--- src/rtl/burst_sync_detector.sv ---
module burst_sync_detector #(
  parameter int WORD_W = 16,
  parameter int LEAD_ZEROS = 4,
  parameter logic [WORD_W-1:0] SYNC_P = 16'hF872,
  parameter logic [WORD_W-1:0] SYNC_Q = 16'h4E1F,
  parameter int TIMEOUT = 4096
) (
  input  logic              clk,
  input  logic              rst,
  input  logic              valid_i,
  input  logic [WORD_W-1:0] word_i,
  output logic              detect_o,
  output logic              match_pulse_o
);
  localparam int ZC_W = $clog2(LEAD_ZEROS + 1);
  localparam int TO_W = $clog2(TIMEOUT + 1);

  logic [ZC_W-1:0] zrun;
  logic            armed;
  logic [TO_W-1:0] idle;
  logic            det_q, pulse_q;

  wire is_zero  = (word_i == '0);
  wire full_run = (zrun == ZC_W'(LEAD_ZEROS));
  wire hit      = valid_i && armed && (word_i == SYNC_Q);

  always_ff @(posedge clk) begin
    if (rst) begin
      zrun    <= '0;
      armed   <= 1'b0;
      pulse_q <= 1'b0;
    end else begin
      pulse_q <= hit;
      if (valid_i) begin
        armed <= !armed && full_run && (word_i == SYNC_P);
        if (is_zero)
          zrun <= full_run ? zrun : zrun + 1'b1;
        else
          zrun <= '0;
      end
    end
  end

  always_ff @(posedge clk) begin
    if (rst) begin
      det_q <= 1'b0;
      idle  <= '0;
    end else if (hit) begin
      det_q <= 1'b1;
      idle  <= '0;
    end else if (valid_i && det_q) begin
      if (idle == TO_W'(TIMEOUT - 1)) begin
        det_q <= 1'b0;
        idle  <= '0;
      end else begin
        idle <= idle + 1'b1;
      end
    end
  end

  assign detect_o      = det_q;
  assign match_pulse_o = pulse_q;
endmodule

--- config.mk ---
export PLATFORM = sky130hd
export DESIGN_NAME = burst_sync_detector
export DESIGN_NICKNAME = d
export VERILOG_FILES = /design/src/rtl/burst_sync_detector.sv
export SDC_FILE = /design/constraint.sdc
export NUM_CORES = 1
export LEC_CHECK = 0
export BUFFER_PORTS_ARGS = -buffer_cell sky130_fd_sc_hd__buf_4
export CORE_MARGIN = 2
export CORE_UTILIZATION = 37
export CTS_CLUSTER_SIZE = 12
export DETAILED_ROUTE_END_ITERATION = 6
export PLACE_DENSITY_LB_ADDON = 0.1
export SYNTH_ARGS = -nofsm -noshare
export SYNTH_HDL_FRONTEND = slang
export SYNTH_SLANG_ARGS = --single-unit
--- constraint.sdc ---
create_clock -name clk -period 5.3 [get_ports clk]
set_clock_uncertainty 0.2 [all_clocks]
set_input_delay 1.325 -clock clk [delete_from_list [all_inputs] [get_ports clk]]
set_output_delay 1.325 -clock clk [all_outputs]
set_load 0.01 [all_outputs]
# After elaboration in Yosys (flattened, before gate mapping)

Index checks and enable logic that the tools add are counted.

Flip-flop bits (word level): 19
Bits of input ports: 19
Output and inout bits: 2
Logic and storage cells: 30

Add/sub/neg operators: 2
Equality and inequality tests: 5
Multiplexer cells: 6
Reductions and logical operators: 12

Operators by type and width:

| operator                                                                 | count |
|---|---|
| 16-bit by 15-bit equality test with 1-bit output (second input constant) | 1 |
| 16-bit equality test (second input constant)                             | 1 |
| 16-bit logical NOT                                                       | 1 |
| 13-bit by 1-bit adder with 13-bit output (second input constant)         | 1 |
| 13-bit by 12-bit equality test with 1-bit output (second input constant) | 1 |
| 13-bit two-way mux                                                       | 1 |
| 3-bit two-way mux                                                        | 2 |
| 1-bit logical AND                                                        | 5 |
| 2-bit AND reduction                                                      | 2 |
| 2-bit nonzero test                                                       | 2 |
| 3-bit by 1-bit adder with 3-bit output (second input constant)           | 1 |
| 3-bit equality test (second input constant)                              | 1 |
| 1-bit two-way mux                                                        | 3 |
| 2-bit != test (second input constant)                                    | 1 |
| 2-bit OR reduction                                                       | 1 |
| 1-bit logical NOT                                                        | 1 |

# Logic depth before layout (Yosys ltp)

Gate-level depths: netlist of the first run.

Depth in word-level cells: 4
Mapped depth: 6
Mapped depth without buffers: 6

# Worst setup path after synthesis of the first run

OpenSTA, ideal clock, no wires.

Path type: input port to flip-flop
From: input port word_i[5]
To: register idle[2]
Library setup time: 136 ps
Data arrival time: 2,444 ps
Data required time: 4,964 ps
Slack: 2,521 ps
Stages: 5
Path buffers: 1
Cell sequence: or4_4 > nor3_2 > a31o_2 > buf_2 > nor3_1

Longest elaborated chain between the ends: 3

RTL lines:

| item                                             | line | RTL |
|---|---|---|
| start: declaration                               | 11   | `input logic [WORD_W-1:0] word_i,` |
| 16-bit by 15-bit equality test with 1-bit output | 25   | `wire hit = valid_i && armed && (word_i == SYNC_Q);` |
| 1-bit logical AND                                | 25   |  |
| 2-bit OR reduction (no source line)              | n/a  |  |
| end signal: assignment                           | 56   | `idle <= idle + 1'b1;` |
| end: declaration                                 | 20   | `logic [TO_W-1:0] idle;` |

Every way passes these cells.
A chain may end at the register's enable or synchronous reset.

# Final worst setup path of the first run

From: input port word_i[5]
To: register idle[7]

Same word-level chain as after synthesis.

==> key figures, run 1 <==
Worst hold path
  • Hold Crit Class: reg -> reg
  • Hold path endpoint: idle[12]
  • Hold path cells: 2
  • Hold Path Origin: idle[12]

Timing
  • Slew headroom: 58.62%
  • Slew Viols, Final: 0
  • Final hold vios: 0
  • Worst Max-Slew Pin Slew: 618.4 ps
  • Max Freq: 376.8 MHz
  • Fin crit period: 2654 ps
  • Final count of negative-setup-slack endpoints: 0
  • Unrepaired setup endpoints after global routing: no
  • Total negative setup slack: 0 ps
  • Final worst-path cycle share: 50.07%

Logic synthesis
  • Synth top area cells: dfxtp_1 (38%), nor3_1 (7.0%), xnor2_1 (5.3%)
  • Sequential area share after synthesis: 38.10%
  • Post-synth cell types: 34
  • Most common cell in the netlist: dfxtp_1
  • Syn Area/Cell: 8.607 µm²
  • Synth Warn #: 0
  • Yosys top cell area share: 38.10%
  • Main synth FF type: dfxtp_1
  • Async S/R FF share, synth: 0%
  • Top cell type by total area after synthesis: dfxtp_1
  • Number of flops mapped to enable cells by yosys: 0
  • Post-Syn Area: 998.5 µm²
  • Syn Nets: 138
  • Synth Register Bits: 19
  • Commonest cells post-synth: dfxtp_1 (19), nor3_1 (14), nor2_1 (11)
  • Synthesized instance count: 116

Critical path
  • Reg-to-Reg Start: idle[0]
  • Worst EP required: 5270 ps
  • Crit path from: word_i[5]
  • CP Launch Type: primary input
  • Reg2reg end: idle[7]
  • Crit path cell chain: buf_4, or4_4, nor3_2, a31o_2, nor3_1
  • CP max FO: 13
  • Critical Path Sink Type: register
  • CP max stage delay: 550 ps
  • Worst path slowest cell: or4_4
  • Data arrival, critical path: 2620 ps
  • R2R setup slack: 3340 ps
  • Worst R2R Path Depth: 5
  • Critical path class: in -> reg

Floorplan
  • Row cnt: 18
  • Initial core utilization: 39.58%
  • Die span in y: 55.95 µm
  • Core Box Area: 2522 µm²
  • Die ar.: 3130 µm²
  • Top Ports: 21
  • DIE WIDTH: 55.95 µm

Global route
  • Vias in the first global route: 824
  • Antenna violations before repair: 0
  • First-pass GRT wire length: 3.657 mm
  • Grt total ovfl: 0
  • Total GRT Usage: 14.69%
  • Largest net degree at the start of global routing: 14

Pwr
  • Peak VDD IR: 0.0001528 V
  • Switching pwr: 50.77 µW
  • Sequential power share: 61.1%
  • Clock share of power: 30.6%
  • Pint: 182.8 µW
  • PwrDens: 194.9 nW/µm²
  • Sw Ratio: 21.73%
  • Comb power frac: 8.4%
  • LEAKAGE: 0.4241 nW

Clock tree
  • Max H-tree Level: 1
  • # resized after CTS: 0
  • Worst skew pair latency: 290 ps
  • Clk pin slew, worst setup/hold paths: 100 ps
  • CTS tree: built
  • Post-CTS setup buffers: 0
  • Cts hold-fix bufs: 0
  • CTS Sinks: 19
  • Clock Tree Buf Depth: 2
  • Root Buffer: clkbuf_4
  • TritonCTS Buffers: 3

Place
  • Post-DP HPWL: 1.651 mm
  • Port bufs: 20
  • DP Cell Count: 163
  • GPL Wtd Cong: 0.7586

Drt
  • 1st-pass router iterations: 4
  • Final WL: 2.169 mm
  • DR WL/cell: 12.99 µm
  • Vias: 898
  • 1st-iter DRT viols: 20
  • DR vias/cell: 5.377
  • DR DRC count: 0
  • Post-route ant nets: 0

Finish
  • Area growth syn-to-layout: 20.05%
  • Layout cells sized above 1: 20.44%
  • Layout Nets: 160
  • # diodes: 0
  • Non-Filler Instances: 167

Flow run
  • # Max-Cap Violations: 0

Status
  • Outcome: finished clean
## how the worst max path moves through the flow
stage,slack [ps],depth (start not counted),end
floorplan,2520,5,idle[2]
finish,2650,5,idle[7]
global placement,2340,5,zrun[2]
CTS,2650,5,idle[7]
global route,2600,5,idle[5]
detailed placement,2330,5,idle[7]
## per-stage QoR
step / area [µm²] / util [%] / power, mW / hold slack (ps) / setup WS [ps]
floorplan: 998.5 / - / 0.1528 / 223.9 / 2521
global placement: 1172 / 46.48 / 0.1652 / 238.9 / 2343
detailed placement: 1172 / 46.48 / 0.1656 / 239.6 / 2326
CTS: 1199 / 47.52 / 0.2368 / 254.2 / 2649
global route: 1199 / 47.52 / 0.2461 / 263.6 / 2596
finish: 1199 / 47.52 / 0.2336 / 258.3 / 2646
## flip-flops by register name, indices dropped and copies added, names as in the netlist
signal / flops
armed: 1
detect_o: 1
idle: 13
match_pulse_o: 1
zrun: 3
## cell type report
| class | instances | area (µm²) |
|---|---|---|
| fill | 255 | 1324 |
| multi-input combinational | 91 | 593.1 |
| inverter | 3 | 11.26 |
| timing repair buffer | 20 | 150.1 |
| clock buffer | 4 | 26.28 |
| tap | 30 | 37.54 |
| sequential | 19 | 380.4 |
## cell usage in the layout, fill, tap and decap left out, types with 4 or more instances in the layout
cell     Yosys  layout
xnor2_1      6       6
nand4_1      6       6
and3_1       4       4
nand2_1      8       8
nor2_1      11      11
buf_4        0      20
dfxtp_1     19      19
nor3_1      14      14
nand3_1      8       8
xor2_1       4       4
## power by group through the flow
stage	Sequential [mW]	Combinational [mW]	Clock, mW
2_1_floorplan	0.146	0.00682	0
3_3_place_gp	0.146	0.0192	0
3_5_place_dp	0.146	0.0196	0
4_1_cts	0.143	0.0196	0.0745
5_1_grt	0.143	0.0212	0.0822
6_report	0.143	0.0195	0.0714
## layer usage
| layer | vias to the layer above | track usage [%] | part of all wire (%) |
|---|---|---|---|
| met5 | - | 0 | 0 |
| met4 | 0 | 3.061 | 0.65 |
| met3 | 2 | 5.116 | 3.8 |
| met2 | 13 | 21.94 | 44 |
| met1 | 411 | 20.51 | 51 |
| li1 | 472 | - | - |
## critical path, delay by kind of cell
kind	cells	cell delay (ps)
simple gates	3	820
compound gates	1	350
buf+inv	1	120
## kinds of logic (layout without fill, tap and decap cells)
family                   count (synthesis)  after routing  share of synthesized area [%]
multiplexers                             1              1                          1.003
adder cells (fa/ha/maj)                  3              3                          3.760
flip-flops                              19             19                          38.09
XOR/XNOR                                10             10                          8.772
AND/OR/NAND/NOR                         65             65                          37.47
buffers and inverters                    6             27                          2.506
AO/OA/AOI/OAI                           12             12                          8.396
(Power assumes the default switching activity.)
==> run 2, diff against run 1 <==
clock period = 2.2 ns   (was 5.3 ns; I/O delays follow)
==> run 2 against run 1 <==
Clock-buffer cell count unchanged. Critical path depth unchanged. Register-to-register slack worse by 2900 ps. Sequential cell count unchanged. Die area unchanged. Final cell count up 1.2%. Routed wire length up 1.8%. Sequential power up 140%. Critical endpoint is now idle[9]. Via count up 0.33%. Worst setup slack worse by 2300 ps. Power up 140%. Highest routed layer unchanged. Combinational power up 140%.
==> key figures, run 2 (synthesis gave the netlist of run 1 again) <==
Clock tree
  • Max H-tree Level: 1 (unchanged)
  • Root Buffer: clkbuf_4
  • TritonCTS Buffers: 3 (unchanged)
  • Clock Tree Buf Depth: 2 (unchanged)
  • CTS tree: built
  • Cts hold-fix bufs: 0 (unchanged)
  • Clk pin slew, worst setup/hold paths: 100 ps (about the same)
  • Post-CTS setup buffers: 0 (unchanged)
  • # resized after CTS: 0 (unchanged)
  • Worst skew pair latency: 300 ps (about the same)
  • CTS Sinks: 19 (unchanged)

Global route
  • Total GRT Usage: 15.12% (+0.43 points)
  • Antenna violations before repair: 0 (unchanged)
  • Vias in the first global route: 834 (+1.2%)
  • Grt total ovfl: 0 (unchanged)
  • First-pass GRT wire length: 3.767 mm (+3.0%)
  • Largest net degree at the start of global routing: 14 (unchanged)

Finish
  • # diodes: 0 (unchanged)
  • Area growth syn-to-layout: 21.55%
  • Max FFs per register: 13 (unchanged)
  • Non-Filler Instances: 169 (+1.2%)
  • Area occupied by registers: 380.4 µm² (unchanged)
  • Biggest regs: idle (13), zrun (3)
  • Fill cells: 250 (-2.0%)
  • Layout Nets: 162 (+1.3%)
  • Multi-input logic area: 593.1 µm² (unchanged)
  • Reg with most FFs: idle
  • Commonest cells after routing, fill and taps aside: buf_4 (22), dfxtp_1 (19), nor3_1 (14)
  • Leading cell type in the layout, fill and taps excluded: buf_4
  • Layout cells sized above 1: 21.58% (+1.1 points)
  • Fin util: 48.12% (+0.60 points)
  • Post-route cell area: 1214 µm² (+1.3%)

Critical path
  • Worst path slowest cell: or4_4
  • Critical Path Sink Type: register
  • Reg2reg end: idle[9]
  • Crit path from: word_i[5]
  • CP max stage delay: 550 ps (about the same)
  • Worst EP required: 2170 ps (-3100 ps)
  • Crit path cell chain: buf_4, or4_4, nor3_2, a31o_2, nor3_1
  • CP Launch Type: primary input
  • Reg-to-Reg Start: idle[0]
  • R2R setup slack: 470 ps (-2870 ps)
  • Worst R2R Path Depth: 6 (+1)
  • CP max FO: 13 (unchanged)
  • Data arrival, critical path: 1840 ps (-780 ps)
  • Crit path to: idle[9]
  • Critical path class: in -> reg

Floorplan
  • DIE WIDTH: 55.95 µm (unchanged)
  • Top Ports: 21 (unchanged)
  • Row cnt: 18 (unchanged)
  • Core Box Area: 2522 µm² (unchanged)
  • Die span in y: 55.95 µm (unchanged)
  • Initial core utilization: 39.58% (unchanged)
  • Die ar.: 3130 µm² (unchanged)

Drt
  • DR WL/cell: 13.07 µm (+0.64%)
  • Final WL: 2.209 mm (+1.8%)
  • DR DRC count: 0 (unchanged)
  • Post-route ant nets: 0 (unchanged)
  • 1st-pass router iterations: 4 (unchanged)
  • DR vias/cell: 5.331 (-0.85%)
  • Vias: 901 (+0.33%)
  • 1st-iter DRT viols: 15 (-25%)

Timing
  • Slew headroom: 79.81% (+21 points)
  • Max Freq: 536.1 MHz
  • Unrepaired setup endpoints after global routing: no
  • Final worst-path cycle share: 84.78%
  • Fin crit period: 1865 ps
  • Final count of negative-setup-slack endpoints: 0 (unchanged)
  • Slew Viols, Final: 0 (unchanged)
  • Total negative setup slack: 0 ps (unchanged)
  • Worst Max-Slew Pin Slew: 300.1 ps (-318.4 ps)
  • Final hold vios: 0 (unchanged)

Place
  • Placed Area: 1187 µm² (+1.3%)
  • DP Cell Count: 165 (+1.2%)
  • Post-DP HPWL: 1.670 mm (+1.1%)
  • GPL Wtd Cong: 0.7623 (+0.49%)
  • Port bufs: 20 (unchanged)

Pwr
  • LEAKAGE: 0.4337 nW (+2.3%)
  • Peak VDD IR: 0.0004653 V (+200%)
  • PwrDens: 464.7 nW/µm² (+140%)

Status
  • Outcome: finished clean

Flow run
  • # Max-Cap Violations: 0 (unchanged)

Worst hold path
  • Hold Crit Class: reg -> reg
[run 2: changes by cell type in the layout (fill, tap and decap cells not counted)]
cell and change:
buf_4 +2
[run 2: how the worst min path moves through the flow]
stage	slack [ps]	cells past startpoint	to	from
finish	260	2	idle[12]	idle[12]
global route	260	2	zrun[2]	rst
CTS	260	2	zrun[2]	rst
detailed placement	240	2	idle[12]	idle[12]
global placement	240	2	idle[12]	idle[12]
floorplan	220	2	idle[12]	idle[12]
[run 2: cell type report]
cell class              count  share of cell area, %
inverters                   3                 0.9278
repair buffers             22                  13.61
multi-input cells          91                  48.87
well taps                  30                  3.093
clock buffers               4                  2.165
flip-flops and latches     19                  31.34
[run 2: critical path, delay by kind of cell]
kind | cells | cell delay [ps]
buffers and inverters | 1 | 110
AND/OR/NAND/NOR | 3 | 810
AO/OA/AOI/OAI | 1 | 360
[run 2: per-stage QoR]
step                      hold slack [ps]  total power, mW  worst slack, ps
after CTS                           260.0           0.5715            327.2
final                               260.3           0.5640            334.8
after floorplan                     223.9           0.3681            195.7
after detailed placement            243.6           0.3993            4.195
after global placement              240.9           0.3980            15.81
after global routing                258.1           0.5927            284.2
[run 2: power by group]
part | switching (mW) | internal, mW | leakage, nW
clock network | 0.102 | 0.0706 | 0.0150
registers | 0.000000136 | 0.344 | 0.153
logic | 0.0210 | 0.0261 | 0.266
[run 2: routing by layer]
layer	up-vias	GRT usage, %	share of wire, %
li1	475	-	-
met1	410	20.98	51
met2	14	23.47	45
met3	2	5.116	4.2
met4	0	2.041	0.45
met5	-	0	0
